===== src/rtl/ems_pkg.sv =====
package ems_pkg;
    localparam int CPU_AW        = 20;
    localparam int PG_SHIFT      = 14;
    localparam int CPU_PG_W      = CPU_AW - PG_SHIFT;
    localparam int IDX_W         = 6;
    localparam int UPPER_BASE_PG = 48;
    localparam int BACK_BASE_PG  = 16;
    localparam int SLOT_CLR_LO   = 4;
    localparam int SLOT_CLR_HI   = 9;

    localparam logic [2:0] PORT_INDEX = 3'd0;
    localparam logic [2:0] PORT_DATA  = 3'd1;
    localparam logic [2:0] PORT_CFG_A = 3'd2;
    localparam logic [2:0] PORT_CFG_B = 3'd3;
    localparam logic [2:0] PORT_SLOT  = 3'd4;

    localparam int CFGA_GLOBAL   = 7;
    localparam int CFGA_BACKFILL = 6;
    localparam int CFGA_ALTMAP   = 4;

    typedef enum logic {
        PH_LOW  = 1'b0,
        PH_HIGH = 1'b1
    } byte_phase_e;

    // Alternate placement of upper window i when the alt-map bit is set.
    function automatic int alt_upper_page(input int i);
        if (i < 4)      return 40 + i;
        else if (i < 8) return 48 + i;
        else            return 36 + i;
    endfunction
endpackage


===== src/rtl/ems_port_ctrl.sv =====
module ems_port_ctrl
    import ems_pkg::*;
#(
    parameter int NUM_REGS = 36
) (
    input  logic             clk,
    input  logic             rst_n,
    input  logic             io_wr,
    input  logic             io_rd,
    input  logic [2:0]       io_port,
    input  logic [7:0]       io_wdata,
    output logic [IDX_W-1:0] cur_idx,
    output logic             auto_inc,
    output byte_phase_e      phase,
    output logic [7:0]       cfg_a,
    output logic [7:0]       cfg_b,
    output logic             reg_we,
    output logic             reg_hi
);
    localparam logic [IDX_W-1:0] LAST_IDX = IDX_W'(NUM_REGS - 1);
    localparam logic [IDX_W-1:0] NREG_IDX = IDX_W'(NUM_REGS);

    logic             idx_load, data_acc, slot_clr;
    byte_phase_e      phase_nxt;
    logic [IDX_W-1:0] idx_nxt;

    assign idx_load = io_wr && (io_port == PORT_INDEX);
    assign data_acc = (io_wr || io_rd) && (io_port == PORT_DATA);
    assign slot_clr = io_wr && (io_port == PORT_SLOT) &&
                      (io_wdata >= 8'(SLOT_CLR_LO)) && (io_wdata <= 8'(SLOT_CLR_HI));

    always_comb begin
        phase_nxt = phase;
        idx_nxt   = cur_idx;
        if (idx_load) begin
            phase_nxt = PH_LOW;
            idx_nxt   = io_wdata[IDX_W-1:0];
        end else if (data_acc) begin
            unique case (phase)
                PH_LOW:  phase_nxt = PH_HIGH;
                PH_HIGH: begin
                    phase_nxt = PH_LOW;
                    if (auto_inc)
                        idx_nxt = (cur_idx >= LAST_IDX) ? '0 : cur_idx + 1'b1;
                end
            endcase
        end
    end

    always_ff @(posedge clk) begin
        if (!rst_n) begin
            phase    <= PH_LOW;
            cur_idx  <= '0;
            auto_inc <= 1'b0;
            cfg_a    <= '0;
            cfg_b    <= '0;
        end else begin
            phase   <= phase_nxt;
            cur_idx <= idx_nxt;
            if (idx_load)
                auto_inc <= io_wdata[6];
            if (io_wr && (io_port == PORT_CFG_A))
                cfg_a <= io_wdata;
            else if (slot_clr)
                cfg_a[CFGA_BACKFILL] <= 1'b0;
            if (io_wr && (io_port == PORT_CFG_B))
                cfg_b <= io_wdata;
        end
    end

    always_comb begin
        reg_we = io_wr && (io_port == PORT_DATA) && (cur_idx < NREG_IDX);
        reg_hi = (phase == PH_HIGH);
    end
endmodule


===== src/rtl/ems_page_file.sv =====
module ems_page_file
    import ems_pkg::*;
#(
    parameter int NUM_UPPER = 12,
    parameter int NUM_REGS  = 36,
    parameter int PN_W      = 10
) (
    input  logic                           clk,
    input  logic                           rst_n,
    input  logic                           we,
    input  logic                           hi,
    input  logic [IDX_W-1:0]               widx,
    input  logic [7:0]                     wdata,
    output logic [NUM_REGS-1:0][PN_W-1:0]  pages
);
    localparam int HI_W = PN_W - 8;

    for (genvar g = 0; g < NUM_REGS; g++) begin : g_reg
        localparam int RST_PG = (g < NUM_UPPER) ? (UPPER_BASE_PG + g)
                                                : (BACK_BASE_PG + g - NUM_UPPER);
        logic [PN_W-1:0] pg_q;
        always_ff @(posedge clk) begin
            if (!rst_n)
                pg_q <= PN_W'(RST_PG);
            else if (we && (widx == IDX_W'(g))) begin
                if (hi) pg_q[PN_W-1:8] <= wdata[HI_W-1:0];
                else    pg_q[7:0]      <= wdata;
            end
        end
        assign pages[g] = pg_q;
    end
endmodule


===== src/rtl/ems_xlate.sv =====
module ems_xlate
    import ems_pkg::*;
#(
    parameter int NUM_UPPER = 12,
    parameter int NUM_REGS  = 36,
    parameter int PN_W      = 10,
    parameter int PA_W      = 24
) (
    input  logic [CPU_AW-1:0]              cpu_addr,
    input  logic [NUM_REGS-1:0][PN_W-1:0]  pages,
    input  logic                           glob_en,
    input  logic                           back_en,
    input  logic                           alt_map,
    input  logic [NUM_UPPER-1:0]           upper_mask,
    output logic [PA_W-1:0]                phys_addr,
    output logic                           ems_hit
);
    logic [CPU_PG_W-1:0] cpu_pg;
    logic [NUM_REGS-1:0] match;
    logic [PN_W-1:0]     sel_pn;

    assign cpu_pg = cpu_addr[CPU_AW-1:PG_SHIFT];

    for (genvar g = 0; g < NUM_REGS; g++) begin : g_win
        if (g < NUM_UPPER) begin : g_up
            localparam logic [CPU_PG_W-1:0] PG_N = CPU_PG_W'(UPPER_BASE_PG + g);
            localparam logic [CPU_PG_W-1:0] PG_A = CPU_PG_W'(alt_upper_page(g));
            assign match[g] = glob_en && upper_mask[g] &&
                              (cpu_pg == (alt_map ? PG_A : PG_N));
        end else begin : g_bf
            localparam logic [CPU_PG_W-1:0] PG_B = CPU_PG_W'(BACK_BASE_PG + g - NUM_UPPER);
            assign match[g] = glob_en && back_en && (cpu_pg == PG_B);
        end
    end

    always_comb begin
        sel_pn = '0;
        for (int i = 0; i < NUM_REGS; i++)
            if (match[i]) sel_pn = sel_pn | pages[i];
    end

    assign ems_hit   = |match;
    assign phys_addr = ems_hit ? {sel_pn, cpu_addr[PG_SHIFT-1:0]} : PA_W'(cpu_addr);
endmodule


===== src/rtl/ems_page_mapper.sv =====
module ems_page_mapper
    import ems_pkg::*;
#(
    parameter int NUM_UPPER = 12,
    parameter int NUM_BACK  = 24,
    parameter int PA_W      = 24
) (
    input  logic              clk,
    input  logic              rst_n,
    input  logic              io_wr,
    input  logic              io_rd,
    input  logic [2:0]        io_port,
    input  logic [7:0]        io_wdata,
    output logic [7:0]        io_rdata,
    input  logic [19:0]       cpu_addr,
    output logic [PA_W-1:0]   phys_addr,
    output logic              ems_hit
);
    localparam int NUM_REGS = NUM_UPPER + NUM_BACK;
    localparam int PN_W     = PA_W - PG_SHIFT;

    logic [IDX_W-1:0]              cur_idx, rd_idx;
    logic                          auto_inc, reg_we, reg_hi, phase_hi;
    byte_phase_e                   phase;
    logic [7:0]                    cfg_a, cfg_b;
    logic [NUM_REGS-1:0][PN_W-1:0] pages;
    logic [NUM_UPPER-1:0]          upper_mask;
    logic [15:0]                   rd_pg;
    logic                          idx_ok;

    ems_port_ctrl #(.NUM_REGS(NUM_REGS)) u_ctrl (
        .clk(clk), .rst_n(rst_n), .io_wr(io_wr), .io_rd(io_rd),
        .io_port(io_port), .io_wdata(io_wdata), .cur_idx(cur_idx),
        .auto_inc(auto_inc), .phase(phase), .cfg_a(cfg_a), .cfg_b(cfg_b),
        .reg_we(reg_we), .reg_hi(reg_hi)
    );

    ems_page_file #(.NUM_UPPER(NUM_UPPER), .NUM_REGS(NUM_REGS), .PN_W(PN_W)) u_file (
        .clk(clk), .rst_n(rst_n), .we(reg_we), .hi(reg_hi),
        .widx(cur_idx), .wdata(io_wdata), .pages(pages)
    );

    assign upper_mask = NUM_UPPER'({cfg_a[3:0], cfg_b});

    ems_xlate #(.NUM_UPPER(NUM_UPPER), .NUM_REGS(NUM_REGS), .PN_W(PN_W), .PA_W(PA_W)) u_xlate (
        .cpu_addr(cpu_addr), .pages(pages),
        .glob_en(cfg_a[CFGA_GLOBAL]), .back_en(cfg_a[CFGA_BACKFILL]),
        .alt_map(cfg_a[CFGA_ALTMAP]), .upper_mask(upper_mask),
        .phys_addr(phys_addr), .ems_hit(ems_hit)
    );

    assign phase_hi = (phase == PH_HIGH);
    assign idx_ok   = cur_idx < IDX_W'(NUM_REGS);
    assign rd_idx   = idx_ok ? cur_idx : '0;
    assign rd_pg    = 16'(pages[rd_idx]);

    always_comb begin
        unique case (io_port)
            PORT_INDEX: io_rdata = {1'b0, auto_inc, cur_idx};
            PORT_DATA:  io_rdata = !idx_ok ? 8'hFF : (phase_hi ? rd_pg[15:8] : rd_pg[7:0]);
            PORT_CFG_A: io_rdata = cfg_a;
            PORT_CFG_B: io_rdata = cfg_b;
            default:    io_rdata = 8'hFF;
        endcase
    end
endmodule


===== config.mk =====
export PLATFORM = sky130hd
export DESIGN_NAME = ems_page_mapper
export DESIGN_NICKNAME = d
export VERILOG_FILES = /design/src/rtl/ems_pkg.sv /design/src/rtl/ems_port_ctrl.sv /design/src/rtl/ems_page_file.sv /design/src/rtl/ems_xlate.sv /design/src/rtl/ems_page_mapper.sv
export SDC_FILE = /design/constraint.sdc
export NUM_CORES = 1
export LEC_CHECK = 0
export BUFFER_PORTS_ARGS = -buffer_cell sky130_fd_sc_hd__buf_4
export CAP_MARGIN = 25
export CORE_ASPECT_RATIO = 1.75
export CORE_MARGIN = 4
export CORE_UTILIZATION = 63
export CTS_BUF_LIST = sky130_fd_sc_hd__clkbuf_8 sky130_fd_sc_hd__clkbuf_16
export DETAILED_ROUTE_END_ITERATION = 10
export PLACE_DENSITY = 0.87
export SETUP_SLACK_MARGIN = 0.3
export SLEW_MARGIN = 10
export SYNTH_ARGS = -nofsm -noshare
export SYNTH_HDL_FRONTEND = slang
export SYNTH_SLANG_ARGS = --single-unit

===== constraint.sdc =====
create_clock -name clk -period 2.7 [get_ports clk]
set_clock_uncertainty 0.05 [all_clocks]
set_input_delay 0 -clock clk [delete_from_list [all_inputs] [get_ports clk]]
set_output_delay 0 -clock clk [all_outputs]
set_load 0.05 [all_outputs]

==> run summary, run 1 <==
Dpl cell area: 23500 sq um
Htree depth: 2
Syn_nets: 2690
Syn Area/Cell: 8.18 sq um
Num ports: 68
CTS Buffer Depth: 3
Die X: 148 um
EDFF count, synth: 0
Port Buffer Count: 39
Synth Instances: 2651
Register area share after synthesis: 35.4%
Count of standard-cell rows: 89
Stopped at: global routing (5_1_grt)
Netlist cell types: 85
Post-synth ARST share: 0%
Status: stopped before the end
Die Height: 254 um
CTS Buf Count: 37
Root Buffer: clkbuf_16
Ys Warns: 0
Run Error: [ERROR GRT-0183] Net net697: the 3D maze router ran out of legal paths (heap underflow) - the net is boxed in by local congestion or blockages.
Synth Flop Type: dfxtp_1
Initial Utilization: 64.1%
Pre-CTS WS: -32.6 ps
Yosys reg bits: 384
Sink Count: 384
HPWL after detailed placement: 77.5 mm
Placer Congestion: 1.21
Cells after DPL: 3081
Synth Cell Area: 21700 sq um
Pin count of the biggest net entering global routing: 108
Yosys cell counts (17+ instances only):
cell / number / area share [%]
dfxtp_1: 384 / 35
nor2_1: 41 / 0.71
a22o_1: 30 / 1.2
nor3_1: 20 / 0.46
buf_4: 21 / 0.73
a21oi_1: 58 / 1.3
nand4_1: 17 / 0.49
o22a_1: 17 / 0.69
buf_2: 79 / 1.8
and3_1: 25 / 0.72
a21boi_0: 168 / 5.8
nor2b_1: 116 / 3.3
a221oi_1: 57 / 2.3
o221ai_1: 17 / 0.69
o21ai_0: 62 / 1.4
mux2i_1: 192 / 8.9
mux2_2: 27 / 1.4
a22oi_1: 81 / 2.8
nand3_1: 358 / 8.3
clkbuf_1: 176 / 3.0
nand2_1: 401 / 6.9
a32oi_1: 17 / 0.69
a211oi_1: 24 / 0.83
o22ai_1: 25 / 0.72
per-stage QoR:
stage	hold WS (ps)	TNS (ps)	utilization, %
3_5_place_dp	-49.7	-32.6	69.4
3_3_place_gp	-49.7	-22.0	69.4
4_1_cts	37.2	-2680	76.9
2_1_floorplan	117	0	-
cells by family after synthesis:
| family | synth area share, % |
|---|---|
| AOI/OAI and AO/OA | 23.2 |
| and+or+nand+nor | 24.4 |
| DFF | 35.4 |
| muxes | 10.7 |
| adders and majority gates | 0.231 |
| buffers and inverters | 5.97 |
| xor gates and xnor gates | 0.0404 |
timing repair:
| item | CTS |
|---|---|
| endpoints found under the hold margin | 217 |
| cloned | 3 |
| setup buffers | 32 |
| hold buffers | 25 |
| pin swaps | 44 |
| gates resized for setup | 191 |
| endpoints found under the setup margin | 120 |
==> run 2, diff against run 1 <==
CORE_ASPECT_RATIO = not set   (was 1.75)
CORE_UTILIZATION = 40   (was 63)
CTS_BUF_LIST = not set   (was sky130_fd_sc_hd__clkbuf_8 sky130_fd_sc_hd__clkbuf_16)
PLACE_DENSITY = not set   (was 0.87)
PLACE_DENSITY_LB_ADDON = 0.15   (was not set)
SETUP_SLACK_MARGIN = not set   (was 0.3)
==> run 2 against run 1 <==
Compared with the run above:
- the flow now finishes, with violations (negative setup slack)
- synthesized cell count is the same
- synthesized area is the same
==> run summary, run 2 <==
DR vias: 24100
Top cell type's share of synthesized area: 35.4% (unchanged)
Vias per Instance: 6.67
Most instantiated cells after synthesis: 401 x nand2_1, 384 x dfxtp_1, 358 x nand3_1
Die Height: 241 um (-5.0%)
Port Buffer Count: 39 (unchanged)
Highest Signal Layer: met4
Syn_nets: 2690 (unchanged)
CTS tree: yes
Fillers: 5107
CP Data Arrival Time: 3060 ps
Crit end category: output port
WL met2: 49.6 mm
Final cycle utilization of the critical path: 115%
Core ar.: 53800 sq um
FMAX: 0.322 GHz
Register area share after synthesis: 35.4% (unchanged)
Final instance area: 28900 sq um
Dpl cell area: 24400 sq um (+3.8%)
Routed WL: 120 mm
Wire length on met1: 52.5 mm
Post-detailed-route count of antenna-violating nets: 0
Max-cap violations: 0
CTS Buf Count: 45 (+22%)
Commonest cells after routing, fill and taps aside: 396 x nand2_1, 374 x dfxtp_1, 351 x nand3_1, 322 x buf_4, 191 x mux2i_1
Cells after DPL: 3402 (+10%)
TritonRoute pass-1 iters: 6
Synth area leader: dfxtp_1
DIE AREA: 58000 sq um
Most numerous cell in the Yosys netlist: nand2_1
Crit Path Class: flop to output port
Pwr/cell area: 460 nW/um^2
Initial Utilization: 40.3% (-24 points)
Synth Instances: 2651 (unchanged)
Num ports: 68 (unchanged)
Max reg flops: 360
Clk Latency, worst-skew pair: 590 ps
HPWL after detailed placement: 87.1 mm (+12%)
Setup violations, final: 18
DR WL met3: 12.9 mm
Congestion Overflow GR: 0
Sink Count: 384 (unchanged)
Relative slew margins: 29.6%
Pin count of the biggest net entering global routing: 111
CP Launch Type: flop
Pre-CTS WS: -215 ps (-182 ps)
Vias in the first global route: 21800
Hold Path Class: input port to flop
Netlist cell types: 85 (unchanged)
Synth area leaders: dfxtp_1 35%, mux2i_1 8.9%, nand3_1 8.3%
Syn Area/Cell: 8.18 sq um (unchanged)
Post-layout util: 53.7%
Yosys reg bits: 384 (unchanged)
Synth Cell Area: 21700 sq um (unchanged)
GRT Total Usage: 39.6%
Antenna violations before repair: 2
Layout Cells excl Fill: 3617
WL per Instance: 33.2 um
Final Max Slew Viols: 0
Post-synth ARST share: 0% (unchanged)
P_leak: 11.1 nW
Die X: 241 um (+62%)
Synth Flop Type: dfxtp_1
Worst-path clk slew: 60 ps
First-pass GRT wire length: 166 mm
Placer Congestion: 0.999 (-17%)
Tot Pwr: 13.3 mW
EDFF count, synth: 0 (unchanged)
Count of standard-cell rows: 85 (-4.5%)
Fin. Hold Viols: 0
Htree depth: 2 (unchanged)
Critical path peak fanout: 5
Root Buffer: clkbuf_16
Area grow syn2layout: 33.2%
Setup TNS: -4350 ps
Top Registers: u_file.g.pg_q (360), u_ctrl.cfg_a (8), u_ctrl.cfg_b (8)
Reg with most FFs: u_file.g.pg_q
Flop2flop setup slack: 40 ps
Fraction of layout cells with a size suffix above 1: 26.6%
Min setup slack post-route: -410 ps
Worst Max-Slew Pin Slew: 1050 ps
Worst hold slack: 31.8 ps
WP data required: 2650 ps
Commonest non-fill, non-tap cell in the layout: nand2_1
Initial drt markers: 3466
Nets@finish: 2924
Fin crit period: 3110 ps
Status: finished, violations left
DRC errors left: 0
Ys Warns: 0 (unchanged)
CTS Buffer Depth: 3 (unchanged)
RSZ-0062 raised after global routing: yes
Failing checks: negative setup slack
Peak VDD IR: 416 uV
[run 2: cell counts after synthesis]
Identical to the previous run, type by type.
[run 2: cells by family (layout without fill, tap and decap cells)]
family,count (synthesis),count (layout),synth area share [%]
DFF,384,384,35.4
buffers and inverters,296,564,5.97
and+or+nand+nor,1070,1070,24.4
xor gates and xnor gates,1,1,0.0404
other,0,2,0
adders and majority gates,4,4,0.231
AOI/OAI and AO/OA,672,672,23.2
muxes,224,224,10.7
[run 2: path summary, 6_finish.rpt]
| path | start | endpoint | depth (start not counted) |
|---|---|---|---|
| hold reg to reg | u_ctrl.cfg_a[5]$_SDFFE_PN0P_ | u_ctrl.cfg_a[5]$_SDFFE_PN0P_ | 2 |
| hold / removal | io_wdata[0] | u_ctrl.cfg_b[0]$_SDFFE_PN0P_ | 3 |
| setup reg to reg | u_ctrl.cur_idx[5]$_SDFFE_PN0P_ | u_file.g_reg[26].pg_q[1]$_SDFFE_PN1P_ | 10 |
| setup / recovery | u_ctrl.cur_idx[4]$_SDFFE_PN0P_ | io_rdata[7] | 10 |
[run 2: report_power, final]
part / total, mW / switching (mW) / leakage, nW / internal [mW]
logic: 1.36 / 0.883 / 7.27 / 0.476
registers: 5.70 / 0.0231 / 3.10 / 5.67
clock network: 6.22 / 2.70 / 0.714 / 3.53
[run 2: cell type report]
cell class / count / area (sq um) / share of cell area (%)
timing repair buffer: 472 / 4620 / 16.0
antenna: 2 / 5.00 / 0.0173
tap: 696 / 871 / 3.01
sequential: 384 / 7720 / 26.7
clock buffer: 60 / 1270 / 4.40
clock inverter: 21 / 215 / 0.745
multi-input combinational: 1971 / 14200 / 49.0
inverter: 11 / 41.3 / 0.143
[run 2: routing by layer]
layer | vias up | global-route usage (%)
met4 | 0 | 14.4
met5 | - | 0
met3 | 288 | 7.76
li1 | 10300 | -
met2 | 1646 | 57.0
met1 | 11900 | 58.7
[run 2: what timing repair did]
action | CTS | global route
cloned | 6 | 2
buffers inserted | 63 | 48
pin swaps | 80 | 90
setup endpoints to repair | 19 | 22
hold endpoints to repair | 219 | 0
hold buffers | 27 | 0
gates resized for setup | 254 | 137
[run 2: worst max-delay path, stage by stage (launching register included)]
cell and delay, ps:
dfxtp_4 370, buf_4 140, or4b_4 550, buf_4 180
and3_1 180, a211oi_2 290, a21oi_1 90, a21oi_2 220
o41ai_4 140, buf_4 170, buf_8 140
Note: power is estimated with default switching activity, not from simulation.
==> run 3, diff against run 2 <==
CELL_PAD_IN_SITES_DETAIL_PLACEMENT = 1   (was not set)
CELL_PAD_IN_SITES_GLOBAL_PLACEMENT = 1   (was not set)
==> run 3 against run 2 <==
Compared with the run above:
- the flow still finishes with violations (negative setup slack)
- final area grew 0.44%
- via count grew 2.4%
- global-route usage grew 2.0 points
- sequential share of layout area is 0.13 points lower
- sequential cell count did not move
- power increased by 1.6%
- die area did not move
- count of clock-buffer cells in the layout did not move
- maximum frequency hardly changed
- largest power group unchanged
- highest routed layer is now met5
==> run summary, run 3 (synthesis gave the netlist of run 2 again) <==
Status: finished, violations left
Failing checks: negative setup slack
First-pass GRT wire length: 176 mm (+6.2%)
Num ports: 68 (unchanged)
Setup violations, final: 18 (unchanged)
WL per Instance: 35.2 um (+5.9%)
Worst-path clk slew: 70 ps (about the same)
Commonest non-fill, non-tap cell in the layout: nand2_1
Vias per Instance: 6.82 (+2.2%)
Final instance area: 29000 sq um (+0.44%)
CTS Buf Count: 45 (unchanged)
Congestion Overflow GR: 0 (unchanged)
Min setup slack post-route: -411 ps (-1.07 ps)
Setup TNS: -5550 ps (-1190 ps)
Multi-input logic area: 14000 sq um (-0.96%)
Peak VDD IR: 403 uV (-3.1%)
Clk Latency, worst-skew pair: 600 ps (about the same)
HPWL after detailed placement: 89.9 mm (+3.2%)
RSZ-0062 raised after global routing: yes
RR Endpoint: u_ctrl.cur_idx[4]$_SDFFE_PN0P_
Placer Congestion: 1.04 (+4.0%)
Final Max Slew Viols: 0 (unchanged)
Pin count of the biggest net entering global routing: 89 (-20%)
Fin. Hold Viols: 0 (unchanged)
Nets@finish: 2937 (+0.44%)
HP Start: io_port[1]
Hold Crit Depth: 4 (+1)
Sequential cell area: 7710 sq um (about the same)
Tot Pwr: 13.5 mW (+1.6%)
Critical Path Max Stage Delay: 610 ps (+60 ps)
Top Registers: u_file.g.pg_q (360), u_ctrl.cfg_a (8), u_ctrl.cfg_b (8)
Reg with most FFs: u_file.g.pg_q
Commonest cells after routing, fill and taps aside: 396 x nand2_1, 375 x dfxtp_1, 354 x nand3_1, 327 x buf_4, 189 x mux2i_1
Pwr/cell area: 465 nW/um^2 (+1.2%)
Worst Max-Slew Pin Slew: 888 ps (-167 ps)
Fraction of layout cells with a size suffix above 1: 26.5% (-0.047 points)
Relative slew margins: 40.4% (+11 points)
Dpl cell area: 24300 sq um (-0.51%)
Core ar.: 53800 sq um (unchanged)
Root Buffer: clkbuf_16
Hold Path Class: input port to flop
TritonRoute pass-1 iters: 6 (unchanged)
Crit end category: output port
Max reg flops: 360 (unchanged)
CP Data Arrival Time: 3060 ps (about the same)
Area grow syn2layout: 33.8%
Final cycle utilization of the critical path: 115% (about the same)
FMAX: 0.321 GHz (about the same)
CP Launch Type: flop
Sink Count: 384 (unchanged)
Vias in the first global route: 23800 (+9.1%)
Initial Utilization: 40.3% (unchanged)
Cells along the critical path: and4b_2, and2_4, buf_6, a222oi_1, nand3_1, a2111oi_4, nand3_1, buf_6, buf_8
# diodes: 0 (-2)
DR vias: 24700 (+2.4%)
Critical path peak fanout: 5 (unchanged)
Die Height: 241 um (unchanged)
P_leak: 11.2 nW (+1.4%)
Htree depth: 2 (unchanged)
CTS Buffer Depth: 3 (unchanged)
R2R Path Start: u_ctrl.cur_idx[0]$_SDFFE_PN0P_
DIE AREA: 58000 sq um (unchanged)
WP data required: 2650 ps (about the same)
GRT Total Usage: 41.6% (+2.0 points)
FF-to-FF path depth: 9 (-1)
Die X: 241 um (unchanged)
Worst hold path endpoint: u_ctrl.cfg_b[0]$_SDFFE_PN0P_
Crit-path slowest cell: a222oi_1
Initial drt markers: 3390 (-2.2%)
Fillers: 6076 (+19%)
Post-detailed-route count of antenna-violating nets: 0 (unchanged)
Flop2flop setup slack: 80 ps (+40 ps)
Port Buffer Count: 39 (unchanged)
Count of standard-cell rows: 85 (unchanged)
DRC errors left: 0 (unchanged)
CTS tree: yes
Worst hold slack: 61.7 ps (+29.9 ps)
Routed WL: 127 mm (+6.1%)
Max-cap violations: 0 (unchanged)
Fin crit period: 3110 ps (+1.07 ps)
Crit Path Class: flop to output port
Antenna violations before repair: 2 (unchanged)
-- run 3: changes by cell type in the layout (fill, tap and decap cells not counted), moves of 4 or more --
cell	previous run	this run
a211oi_1	8	12
nor3_1	11	15
o31ai_2	3	7
a211oi_4	0	5
buf_4	322	327
buf_12	48	42
a211oi_2	16	7
bufbuf_16	0	6
clkbuf_16	48	54
-- run 3: critical path: cells and delay by family, from the launching register on --
| family | cells | cell delay, ps |
|---|---|---|
| flops | 1 | 340 |
| compound gates | 2 | 860 |
| simple gates | 4 | 830 |
| buf+inv | 3 | 420 |
-- run 3: power breakdown --
group | switching, mW | internal (mW)
combinational | 0.909 | 0.509
clock | 2.66 | 3.72
sequential | 0.0243 | 5.68
total | 3.59 | 9.90
-- run 3: worst max path at each step --
stage / cells after the start / slack (ps) / endpoint / startpoint
finish: 9 / -410 / phys_addr[22] / u_ctrl.cfg_a[7]$_SDFFE_PN0P_
global route: 12 / -450 / phys_addr[16] / u_ctrl.cfg_a[7]$_SDFFE_PN0P_
CTS: 9 / -310 / phys_addr[22] / u_ctrl.cfg_a[7]$_SDFFE_PN0P_
global placement: 10 / -110 / phys_addr[20] / cpu_addr[16]
detailed placement: 7 / -20 / io_rdata[1] / u_ctrl.cur_idx[3]$_SDFFE_PN0P_
floorplan: 7 / 50 / io_rdata[7] / u_ctrl.cur_idx[0]$_SDFFE_PN0P_
-- run 3: layer usage --
metal / wire, um / GRT usage [%] / up-vias
met2: 53000 / 61.1 / 1587
met5: 30 / 0 / -
met4: 5660 / 13.0 / 4
met1: 54600 / 60.4 / 12500
li1: - / - / 10300
met3: 14200 / 9.93 / 333
-- run 3: area by class of cell --
| type | instances | area share, % |
|---|---|---|
| Inverter | 11 | 0.168 |
| Tap cell | 696 | 3.00 |
| Clock buffer | 60 | 4.43 |
| Sequential cell | 384 | 26.6 |
| Multi-Input combinational cell | 1971 | 48.3 |
| Clock inverter | 17 | 0.711 |
| Timing Repair Buffer | 485 | 16.8 |
-- run 3: metrics by stage --
step           instances  worst slack, ps  util (%)
2_1_floorplan       2651             50.8         -
3_3_place_gp        3385             -111      45.1
3_5_place_dp        3386            -15.6      45.1
4_1_cts             3564             -309      51.7
5_1_grt             3624             -449      53.9
6_report            3624             -411      53.9
-- run 3: what timing repair did --
item                                    in CTS  in global routing
gates resized for setup                    243                141
pin swaps                                   81                 75
hold buffers                                26                  0
endpoints found under the setup margin      19                 21
gates cloned                                11                  8
endpoints found under the hold margin      271                  0
setup buffers                               68                 59
